### config.mk
export PLATFORM = sky130hd
export DESIGN_NAME = bitband_bridge
export DESIGN_NICKNAME = d
export VERILOG_FILES = /design/src/rtl/bitband_pkg.sv /design/src/rtl/bitband_decode.sv /design/src/rtl/bitband_lane.sv /design/src/rtl/bitband_fsm.sv /design/src/rtl/bitband_bridge.sv
export SDC_FILE = /design/constraint.sdc
export NUM_CORES = 1
export LEC_CHECK = 0
export BUFFER_PORTS_ARGS = -buffer_cell sky130_fd_sc_hd__buf_2
export CORE_MARGIN = 1
export CORE_UTILIZATION = 45
export DETAILED_ROUTE_END_ITERATION = 8
export PLACE_DENSITY_LB_ADDON = 0.1
export SETUP_SLACK_MARGIN = 0.02
export SYNTH_ARGS = -nofsm -noshare
export SYNTH_HDL_FRONTEND = slang
export SYNTH_SLANG_ARGS = --single-unit
### constraint.sdc
create_clock -name clk_i -period 2 [get_ports clk_i]
set_clock_uncertainty 0.15 [all_clocks]
set_input_delay 0.1 -clock clk_i [delete_from_list [all_inputs] [get_ports clk_i]]
set_output_delay 0.1 -clock clk_i [all_outputs]
set_load 0.01 [all_outputs]
### src/rtl/bitband_pkg.sv
package bitband_pkg;
  localparam int unsigned DATA_W = 32;
  localparam int unsigned POS_W  = $clog2(DATA_W);
  localparam int unsigned BE_W   = DATA_W / 8;

  typedef enum logic [1:0] {
    SZ_BYTE  = 2'd0,
    SZ_HALF  = 2'd1,
    SZ_WORD  = 2'd2,
    SZ_WORD3 = 2'd3
  } size_e;

  typedef enum logic [2:0] {
    ST_IDLE,
    ST_RD_REQ,
    ST_RD_WAIT,
    ST_WR_REQ,
    ST_WR_WAIT,
    ST_RESP
  } state_e;
endpackage

### src/rtl/bitband_decode.sv
module bitband_decode
  import bitband_pkg::*;
#(
  parameter int unsigned ADDR_W = 32,
  parameter int unsigned NUM_REGIONS = 2,
  parameter int unsigned WIN_W = 25,
  parameter logic [NUM_REGIONS-1:0][ADDR_W-1:0] ALIAS_BASE  = {32'h4200_0000, 32'h2200_0000},
  parameter logic [NUM_REGIONS-1:0][ADDR_W-1:0] TARGET_BASE = {32'h4000_0000, 32'h2000_0000}
) (
  input  logic [ADDR_W-1:0] addr_i,
  input  logic [1:0]        size_i,
  output logic              hit_o,
  output logic [ADDR_W-1:0] tgt_addr_o,
  output logic [POS_W-1:0]  bit_pos_o
);
  localparam logic [ADDR_W-1:0] WIN_MASK = (ADDR_W'(1) << WIN_W) - ADDR_W'(1);
  localparam int unsigned BIT_SHIFT = 5;

  logic [NUM_REGIONS-1:0] hit_vec;
  logic [ADDR_W-1:0]      off, raw;
  logic [POS_W-1:0]       bn, bn_m, lane_base;
  logic [1:0]             lane;

  assign off = addr_i & WIN_MASK;
  assign bn  = off[2+:POS_W];

  for (genvar g = 0; g < NUM_REGIONS; g++) begin : g_win
    assign hit_vec[g] = (addr_i[ADDR_W-1:WIN_W] == ALIAS_BASE[g][ADDR_W-1:WIN_W]);
  end

  // lowest index wins: it is assigned last
  always_comb begin
    hit_o = 1'b0;
    raw   = '0;
    for (int r = NUM_REGIONS - 1; r >= 0; r--) begin
      if (hit_vec[r]) begin
        hit_o = 1'b1;
        raw   = TARGET_BASE[r] | (off >> BIT_SHIFT);
      end
    end
  end

  always_comb begin
    unique case (size_e'(size_i))
      SZ_BYTE: begin
        tgt_addr_o = raw;
        bn_m       = {2'b00, bn[2:0]};
        lane       = raw[1:0];
      end
      SZ_HALF: begin
        tgt_addr_o = {raw[ADDR_W-1:1], 1'b0};
        bn_m       = {1'b0, bn[3:0]};
        lane       = {raw[1], 1'b0};
      end
      default: begin
        tgt_addr_o = {raw[ADDR_W-1:2], 2'b00};
        bn_m       = bn;
        lane       = 2'b00;
      end
    endcase
  end

  assign lane_base = {lane, 3'b000};
  assign bit_pos_o = lane_base + bn_m;
endmodule

### src/rtl/bitband_lane.sv
module bitband_lane
  import bitband_pkg::*;
(
  input  logic [1:0]        size_i,
  input  logic [1:0]        addr_lo_i,
  input  logic [POS_W-1:0]  bit_pos_i,
  input  logic              set_i,
  input  logic [DATA_W-1:0] rd_word_i,
  output logic [BE_W-1:0]   be_o,
  output logic              bit_o,
  output logic [DATA_W-1:0] merged_o
);
  logic [DATA_W-1:0] mask;

  always_comb begin
    unique case (size_e'(size_i))
      SZ_BYTE: be_o = BE_W'(1) << addr_lo_i;
      SZ_HALF: be_o = BE_W'(3) << {addr_lo_i[1], 1'b0};
      default: be_o = '1;
    endcase
  end

  assign mask     = DATA_W'(1) << bit_pos_i;
  assign bit_o    = rd_word_i[bit_pos_i];
  assign merged_o = set_i ? (rd_word_i | mask) : (rd_word_i & ~mask);
endmodule

### src/rtl/bitband_fsm.sv
module bitband_fsm
  import bitband_pkg::*;
(
  input  logic clk_i,
  input  logic rst_ni,
  input  logic req_i,
  input  logic hit_i,
  input  logic we_i,
  input  logic gnt_i,
  input  logic rvalid_i,
  output logic ready_o,
  output logic accept_o,
  output logic load_o,
  output logic done_o,
  output logic rmw_o,
  output logic mem_req_o,
  output logic mem_we_o,
  output logic lock_o
);
  state_e state_q, state_d;
  logic   we_q;

  assign ready_o  = (state_q == ST_IDLE);
  assign accept_o = ready_o & req_i;

  always_comb begin
    state_d = state_q;
    unique case (state_q)
      ST_IDLE:    if (req_i)    state_d = hit_i ? ST_RD_REQ : ST_RESP;
      ST_RD_REQ:  if (gnt_i)    state_d = ST_RD_WAIT;
      ST_RD_WAIT: if (rvalid_i) state_d = we_q ? ST_WR_REQ : ST_RESP;
      ST_WR_REQ:  if (gnt_i)    state_d = ST_WR_WAIT;
      ST_WR_WAIT: if (rvalid_i) state_d = ST_RESP;
      default:                  state_d = ST_IDLE;
    endcase
  end

  always_ff @(posedge clk_i or negedge rst_ni) begin
    if (!rst_ni) begin
      state_q <= ST_IDLE;
      we_q    <= 1'b0;
    end else begin
      state_q <= state_d;
      if (accept_o) we_q <= we_i;
    end
  end

  assign load_o    = (state_q == ST_RD_WAIT) & rvalid_i;
  assign done_o    = (state_q == ST_RESP);
  assign rmw_o     = we_q;
  assign mem_req_o = (state_q == ST_RD_REQ) | (state_q == ST_WR_REQ);
  assign mem_we_o  = (state_q == ST_WR_REQ);
  assign lock_o    = we_q & ((state_q == ST_RD_REQ) | (state_q == ST_RD_WAIT) |
                             (state_q == ST_WR_REQ) | (state_q == ST_WR_WAIT));
endmodule

### src/rtl/bitband_bridge.sv
module bitband_bridge
  import bitband_pkg::*;
#(
  parameter int unsigned ADDR_W = 32,
  parameter int unsigned NUM_REGIONS = 2,
  parameter int unsigned WIN_W = 25,
  parameter logic [NUM_REGIONS-1:0][ADDR_W-1:0] ALIAS_BASE  = {32'h4200_0000, 32'h2200_0000},
  parameter logic [NUM_REGIONS-1:0][ADDR_W-1:0] TARGET_BASE = {32'h4000_0000, 32'h2000_0000}
) (
  input  logic              clk_i,
  input  logic              rst_ni,
  input  logic              req_i,
  input  logic              we_i,
  input  logic [ADDR_W-1:0] addr_i,
  input  logic [1:0]        size_i,
  input  logic [31:0]       wdata_i,
  output logic              ready_o,
  output logic              done_o,
  output logic [31:0]       rdata_o,
  output logic              mem_req_o,
  output logic              mem_we_o,
  output logic              mem_lock_o,
  output logic [ADDR_W-1:0] mem_addr_o,
  output logic [1:0]        mem_size_o,
  output logic [3:0]        mem_be_o,
  output logic [31:0]       mem_wdata_o,
  input  logic              mem_gnt_i,
  input  logic              mem_rvalid_i,
  input  logic [31:0]       mem_rdata_i
);
  logic              dec_hit, accept, load, rmw, lane_bit;
  logic [ADDR_W-1:0] dec_tgt, tgt_q;
  logic [POS_W-1:0]  dec_pos, pos_q;
  logic [1:0]        size_q;
  logic              wbit_q, hit_q;
  logic [DATA_W-1:0] rd_q, merged;
  logic              unused_wdata;

  assign unused_wdata = ^wdata_i[31:1];

  bitband_decode #(
    .ADDR_W(ADDR_W), .NUM_REGIONS(NUM_REGIONS), .WIN_W(WIN_W),
    .ALIAS_BASE(ALIAS_BASE), .TARGET_BASE(TARGET_BASE)
  ) u_decode (
    .addr_i(addr_i), .size_i(size_i),
    .hit_o(dec_hit), .tgt_addr_o(dec_tgt), .bit_pos_o(dec_pos)
  );

  bitband_fsm u_fsm (
    .clk_i(clk_i), .rst_ni(rst_ni), .req_i(req_i), .hit_i(dec_hit), .we_i(we_i),
    .gnt_i(mem_gnt_i), .rvalid_i(mem_rvalid_i),
    .ready_o(ready_o), .accept_o(accept), .load_o(load), .done_o(done_o), .rmw_o(rmw),
    .mem_req_o(mem_req_o), .mem_we_o(mem_we_o), .lock_o(mem_lock_o)
  );

  always_ff @(posedge clk_i or negedge rst_ni) begin
    if (!rst_ni) begin
      tgt_q  <= '0;
      pos_q  <= '0;
      size_q <= '0;
      wbit_q <= 1'b0;
      hit_q  <= 1'b0;
      rd_q   <= '0;
    end else begin
      if (accept) begin
        tgt_q  <= dec_tgt;
        pos_q  <= dec_pos;
        size_q <= size_i;
        wbit_q <= wdata_i[0];
        hit_q  <= dec_hit;
      end
      if (load) rd_q <= mem_rdata_i;
    end
  end

  bitband_lane u_lane (
    .size_i(size_q), .addr_lo_i(tgt_q[1:0]), .bit_pos_i(pos_q), .set_i(wbit_q),
    .rd_word_i(rd_q), .be_o(mem_be_o), .bit_o(lane_bit), .merged_o(merged)
  );

  assign mem_addr_o  = tgt_q;
  assign mem_size_o  = size_q;
  assign mem_wdata_o = mem_we_o ? merged : '0;
  assign rdata_o     = (done_o && hit_q && !rmw) ? {31'b0, lane_bit} : 32'b0;
endmodule

# Word-level counts from Yosys, hierarchy flattened
# Cells that the tools add are included.
[totals]
romBits = 0
mem_count = 0
regBits = 77
ram_bits = 0
wordCells = 65
output_inout_bits = 107
latchBits = 0
[op_classes]
magnitude_cmp = 1
reduce_logical = 7
div_mod_pow = 0
n_bitwise = 10
n_addsub = 1
n_eq_ne = 14
n_shift = 3
mux = 21
mul = 0
[op_table]
columns = ["op", "n"]
rows = [
  ["32-bit two-way mux", 2],
  ["31-bit two-way mux", 2],
  ["32-bit bitwise AND", 1],
  ["32-bit inverter", 1],
  ["32-bit OR", 1],
  ["1-bit by 5-bit left shift with 32-bit output, first input constant", 1],
  ["3-bit two-way mux", 7],
  ["3-bit one-hot mux with 5 select lines", 1],
  ["5-bit one-hot mux with 2 select lines", 1],
  ["2-bit inequality test, second input constant", 4],
  ["2-bit one-hot mux with 2 select lines", 2],
  ["4-bit one-hot mux with 2 select lines", 1],
  ["7-bit by 5-bit == test with 1-bit output, second input constant", 1],
  ["7-bit by 6-bit == test with 1-bit output, second input constant", 1],
  ["3-bit by 2-bit == test with 1-bit output, second input constant", 2],
  ["3-bit == test, second input constant", 2],
  ["5-bit by 6-bit less-than comparator with 1-bit output, second input constant", 1],
  ["5-bit adder", 1],
  ["1-bit binary-select mux with 5-bit select", 1],
  ["5-bit AND reduction", 1],
  ["2-bit by 1-bit == test with 1-bit output, second input constant", 2],
  ["2-bit logical NOT", 2],
  ["1-bit two-way mux", 4],
  ["1-bit OR", 4],
  ["other kinds (8)", 11],
]

# Logic depth before layout (Yosys ltp)
[logic_depth]
depth_word = 6
mapped_depth = 6

# Cells and area by module
# A second synthesis with hierarchy kept.
[unflattened]
hier_cells = 425
area_unflattened_um2 = 5132.4
[modules_own_cells]
columns = ["mod", "cells_per_inst", "n_inst", "area_each_um2"]
rows = [
  ["bitband_bridge", 223, 1, 3505.9],
  ["bitband_lane", 114, 1, 924.6],
  ["bitband_decode", 53, 1, 366.6],
  ["bitband_fsm", 35, 1, 335.3],
]

# Worst setup path before layout
# OpenSTA, ideal clock, no wires.
[synth_timing]
path_kind = "register to register"
start = "register u_fsm.state_q[2]"
end = "register tgt_q[0] (netlist: mem_addr_o[0])"
slack_ns = 0.301
required_time_ns = 1.725
n_path_buf = 2
t_arrival_ns = 1.425
setup_time_ns = 0.125
stages_incl_launch_ff = 6
cell_sequence = "dfrtp_1 buf_2 nor3_4 and2_1 buf_2 mux2_2"
[synth_via]
elab_chain_cells = 2
[synth_lines]
columns = ["element", "line_no", "text"]
rows = [
  ["from (decl)", "bitband_fsm.sv:20", "state_e state_q, state_d;"],
  ["from (signal assigned)", "bitband_fsm.sv:43", "state_q <= state_d;"],
  ["3-bit logical NOT", "bitband_fsm.sv:23", "assign ready_o = (state_q == ST_IDLE);"],
  ["named net ready_o", "bitband_bridge.sv:17", "output logic ready_o,"],
  ["1-bit bitwise AND", "bitband_fsm.sv:24", "assign accept_o = ready_o & req_i;"],
  ["to (signal assigned)", "bitband_bridge.sv:66", "tgt_q <= dec_tgt;"],
  ["to (decl)", "bitband_bridge.sv:32", "logic [ADDR_W-1:0] dec_tgt, tgt_q;"],
]
# The timed path passes the listed nets, and every way through them passes these cells.
# A chain may end at the register's enable or synchronous reset.

# Worst setup path after layout
[layout_timing]
start = "register pos_q[0]"
end = "output rdata_o[0]"
[layout_via]
elab_chain_cells = 3
[layout_lines]
columns = ["element", "line_no", "text"]
rows = [
  ["from (decl)", "bitband_bridge.sv:33", "logic [POS_W-1:0] dec_pos, pos_q;"],
  ["from (signal assigned)", "bitband_bridge.sv:67", "pos_q <= dec_pos;"],
  ["1-bit binary-select mux with 5-bit select", "bitband_lane.sv:24", "assign bit_o = rd_word_i[bit_pos_i];"],
  ["1-bit two-way mux (implied by the code)", "bitband_lane.sv:24", ""],
  ["1-bit two-way mux", "bitband_bridge.sv:84", "assign rdata_o = (done_o && hit_q && !rmw) ? {31'b0, lane_bit} : 32'b0;"],
  ["to (decl)", "bitband_bridge.sv:19", "output logic [31:0] rdata_o,"],
]
# No other way between the ends. The select of a mux whose other input is x is not followed.

==> reports/results.tsv <==
stage	metric	value	unit
finish	Area growth syn-to-layout	49.0	%
floorplan	Boundary Pins	211	
timing	RSZ-0062 raised after global routing	yes	
pwr	clock power share	16.6	%
yosys	top_reg_cell synth	dfrtp_1	
timing	f_max	449	MHz
pwr	leakage power	3.04	nW
setup_path	Worst Path Arrival	1.98	ns
timing	Rel. slew slack	61.4	%
setup_path	CP Data Required Time	1.75	ns
pwr	switching power	2.85	mW
floorplan	die footprint	9650	µm²
timing	total negative slack	-1.08	ns
timing	setup violators final	19	
clock_network	Max H-tree Level	3	
flow_run	number of max-cap violations	0	
outcome	failing checks	DRC, setup timing	
timing	Slew Limit Fails	0	
route	DRC Markers	11	
route	drt first pass iters	9	
clock_network	Clock Latency Late Sink	0.35	ns
setup_path	critical path class	register to output pin	
yosys	Syn Inst Count	412	
clock_network	CTS tree	done	
setup_path	CP endpoint kind	output pin	
route	detailed-route vias per instance	5.09	
outcome	status	complete, but fails checks	
route	drt initial violations	155	
timing	Min Clock Period, post-route	2.23	ns
pwr	Net Sw Frac	39.5	%
grt	antenna violations before repair	0	
yosys	share of the synthesized area in the top cell type	40.2	%
clock_network	root cell of the clock tree	clkbuf_8	
floorplan	Core Box Area	8850	µm²
finish	Non-Filler Instances	755	
route	Antenna Nets Post-Route	0	
grt	largest net degree at the start of global routing	35	
finish	share of layout cells above drive strength 1	44.7	%
worst_hold_path	min-delay worst type	primary input to register	
yosys	most instantiated library cell after synthesis	dfrtp_1	
yosys	Synth Warn #	0	
yosys	ranking of synthesized cells by area	dfrtp_1 (40%), mux2_2 (8.4%), buf_4 (7.7%), nand2_1 (4.9%), mux2i_1 (4.8%)	
timing	post-route setup slack	-0.229	ns
timing	Final Cycle Share	111	%
finish	ant diodes	0	
yosys	most instantiated cells after synthesis	dfrtp_1 (67), nand2_1 (54), buf_4 (43), mux2_2 (31), nor2_1 (30)	
pwr	VDD IR max	516	µV
floorplan	Die H	98.3	µm
pwr	PwrDens	1160	nW/µm²
yosys	Synth Area per Inst	10.1	µm²
floorplan	Die Wd	98.3	µm
grt	gr ovfl total	0	
grt	first-pass GRT wire length	17800	µm
yosys	part of the Yosys area used for sequential elements	40.2	%
yosys	distinct cell type count after synthesis	49	
clock_network	CTS buffer count	9	
route	via count	3843	
placement	DP Wirelength	7090	µm
placement	Routability Congestion	0.803	
floorplan	initial core utilization	47.1	%
clock_network	clk slew on worst S/H paths	0.09	ns
route	WL final	11500	µm
placement	dpl cells	652	
clock_network	clk buf depth	2	
placement	port bufs	136	
setup_path	CP max FO	8	
route	WL/cell	15.2	µm
grt	vias in the first global route	3759	
worst_hold_path	hold path cells	5	
pwr	Pint	4.37	mW
timing	final hold violation count	0	
timing	Slew @ Worst Pin	0.579	ns
setup_path	crit path launch type	register	
floorplan	standard-cell row count	34	
yosys	flops & latches, synth	67	
grt	GRT Total Usage	23.3	%
pwr	Logic pwr share	51.9	%
yosys	ys async rst share	100	%
pwr	Sequential Power Share	31.4	%
yosys	Post-synth EDFFs	0	
clock_network	Sink Count	67	
yosys	mapped cell area	4170	µm²
setup_path	FF-to-FF path depth	5	
yosys	area leader, netlist	dfrtp_1	
finish	Layout Nets	747	
-- through the flow --
step / hold WS (ns) / util, % / cell area, µm² / power, mW / setup WS (ns)
after floorplan: -0.346 / - / 4320 / 4.29 / 0.301
after global placement: -0.0112 / 55.4 / 4900 / 5.10 / 0.0947
after detailed placement: -0.0160 / 55.4 / 4900 / 5.16 / 0.0731
after CTS: 0.0408 / 67.1 / 5940 / 6.79 / -0.221
after global routing: 0.0928 / 70.2 / 6210 / 7.68 / -0.298
final: 0.0451 / 70.2 / 6210 / 7.23 / -0.229
-- registers in the layout (all words and copies together) (netlist names) --
register and flops:
pos_q 5, mem_addr_o 22, rd_q 32, mem_size_o 2, u_fsm.rmw_o 1, wbit_q 1, u_fsm.state_q 3, hit_q 1
-- area by class of cell --
class / count / area, µm²
clock buffers: 10 / 138
inverters: 5 / 18.8
flip-flops and latches: 67 / 1680
repair buffers: 249 / 1830
fillers: 671 / 2640
clock inverters: 6 / 71.3
multi-input cells: 310 / 2340
well taps: 108 / 135
-- path summary, 6_finish.rpt --
check                                             start                        end  slack, ns
max                                pos_q[0]$_DFFE_PN0P_                 rdata_o[0]      -0.23
max reg2reg                u_fsm.state_q[0]$_DFFE_PN0P_  mem_addr_o[8]$_DFFE_PN0P_       0.24
max in group asynchronous                        rst_ni       pos_q[4]$_DFFE_PN0P_       0.94
min reg2reg                           hit_q$_DFFE_PN0P_          hit_q$_DFFE_PN0P_       0.33
min in group asynchronous                        rst_ni       rd_q[29]$_DFFE_PN0P_       0.15
min                                           addr_i[5]       pos_q[3]$_DFFE_PN0P_       0.05
-- cells in the final DEF (no fill, tap or decap), types with 4 or more instances in the layout --
| master | synthesis | layout |
|---|---|---|
| dfrtp_2 | 0 | 5 |
| nor3b_2 | 4 | 4 |
| mux4_2 | 4 | 4 |
| inv_1 | 5 | 5 |
| a21oi_1 | 19 | 6 |
| buf_12 | 0 | 7 |
| a21oi_2 | 0 | 13 |
| buf_6 | 7 | 7 |
| nor3_4 | 1 | 5 |
| nand3_1 | 15 | 11 |
| nor2_2 | 1 | 5 |
| nand2_1 | 54 | 52 |
| nor2_1 | 30 | 21 |
| buf_2 | 9 | 136 |
| clkbuf_8 | 0 | 10 |
| dfrtp_1 | 67 | 62 |
| mux2_2 | 31 | 31 |
| o21ai_0 | 14 | 7 |
| mux4_1 | 4 | 4 |
| a22o_1 | 19 | 19 |
| a21o_1 | 5 | 5 |
| mux2i_1 | 20 | 20 |
| dlygate4sd3_1 | 0 | 66 |
| nor2_4 | 0 | 5 |
| nand3_2 | 0 | 4 |
| buf_4 | 43 | 29 |
| conb_1 | 1 | 41 |
| o21ai_1 | 0 | 7 |
-- timing repair --
action | in CTS | in global routing
resized for setup | 24 | 51
setup endpoints to repair | 32 | 33
hold buffers | 66 | 0
endpoints found under the hold margin | 86 | 0
setup buffers | 8 | 13
pin swaps | 2 | 23
-- cell families after synthesis --
kind of cell | synth area share [%]
and+or+nand+nor | 17.3
buffers and inverters | 12.2
AOI/OAI and AO/OA | 11.1
DFF | 40.2
muxes | 18.7
adders and majority gates | 0.300
other | 0.0899
xor gates and xnor gates | 0.210
-- routing by layer --
metal	wire [µm]	track usage, %	part of all wire (%)
met1	4920	28.3	43
met3	718	6.44	6.3
met2	5710	40.9	50
met5	0	0	0
met4	132	5.97	1.2
-- critical path: stages (launching register included) --
cell	delay [ns]
dfrtp_2	0.43
buf_12	0.15
mux4_2	0.51
mux2i_1	0.18
a22o_1	0.18
a211oi_2	0.05
buf_2	0.14
-- power by group through the flow --
stage / combinational, mW / sequential, mW / clock (mW)
6_report: 3.75 / 2.27 / 1.20
5_1_grt: 4.03 / 2.35 / 1.30
4_1_cts: 3.29 / 2.27 / 1.23
3_5_place_dp: 2.85 / 2.31 / 0
3_3_place_gp: 2.79 / 2.30 / 0
2_1_floorplan: 2.21 / 2.08 / 0
Note: power is estimated with default switching activity, not from simulation.
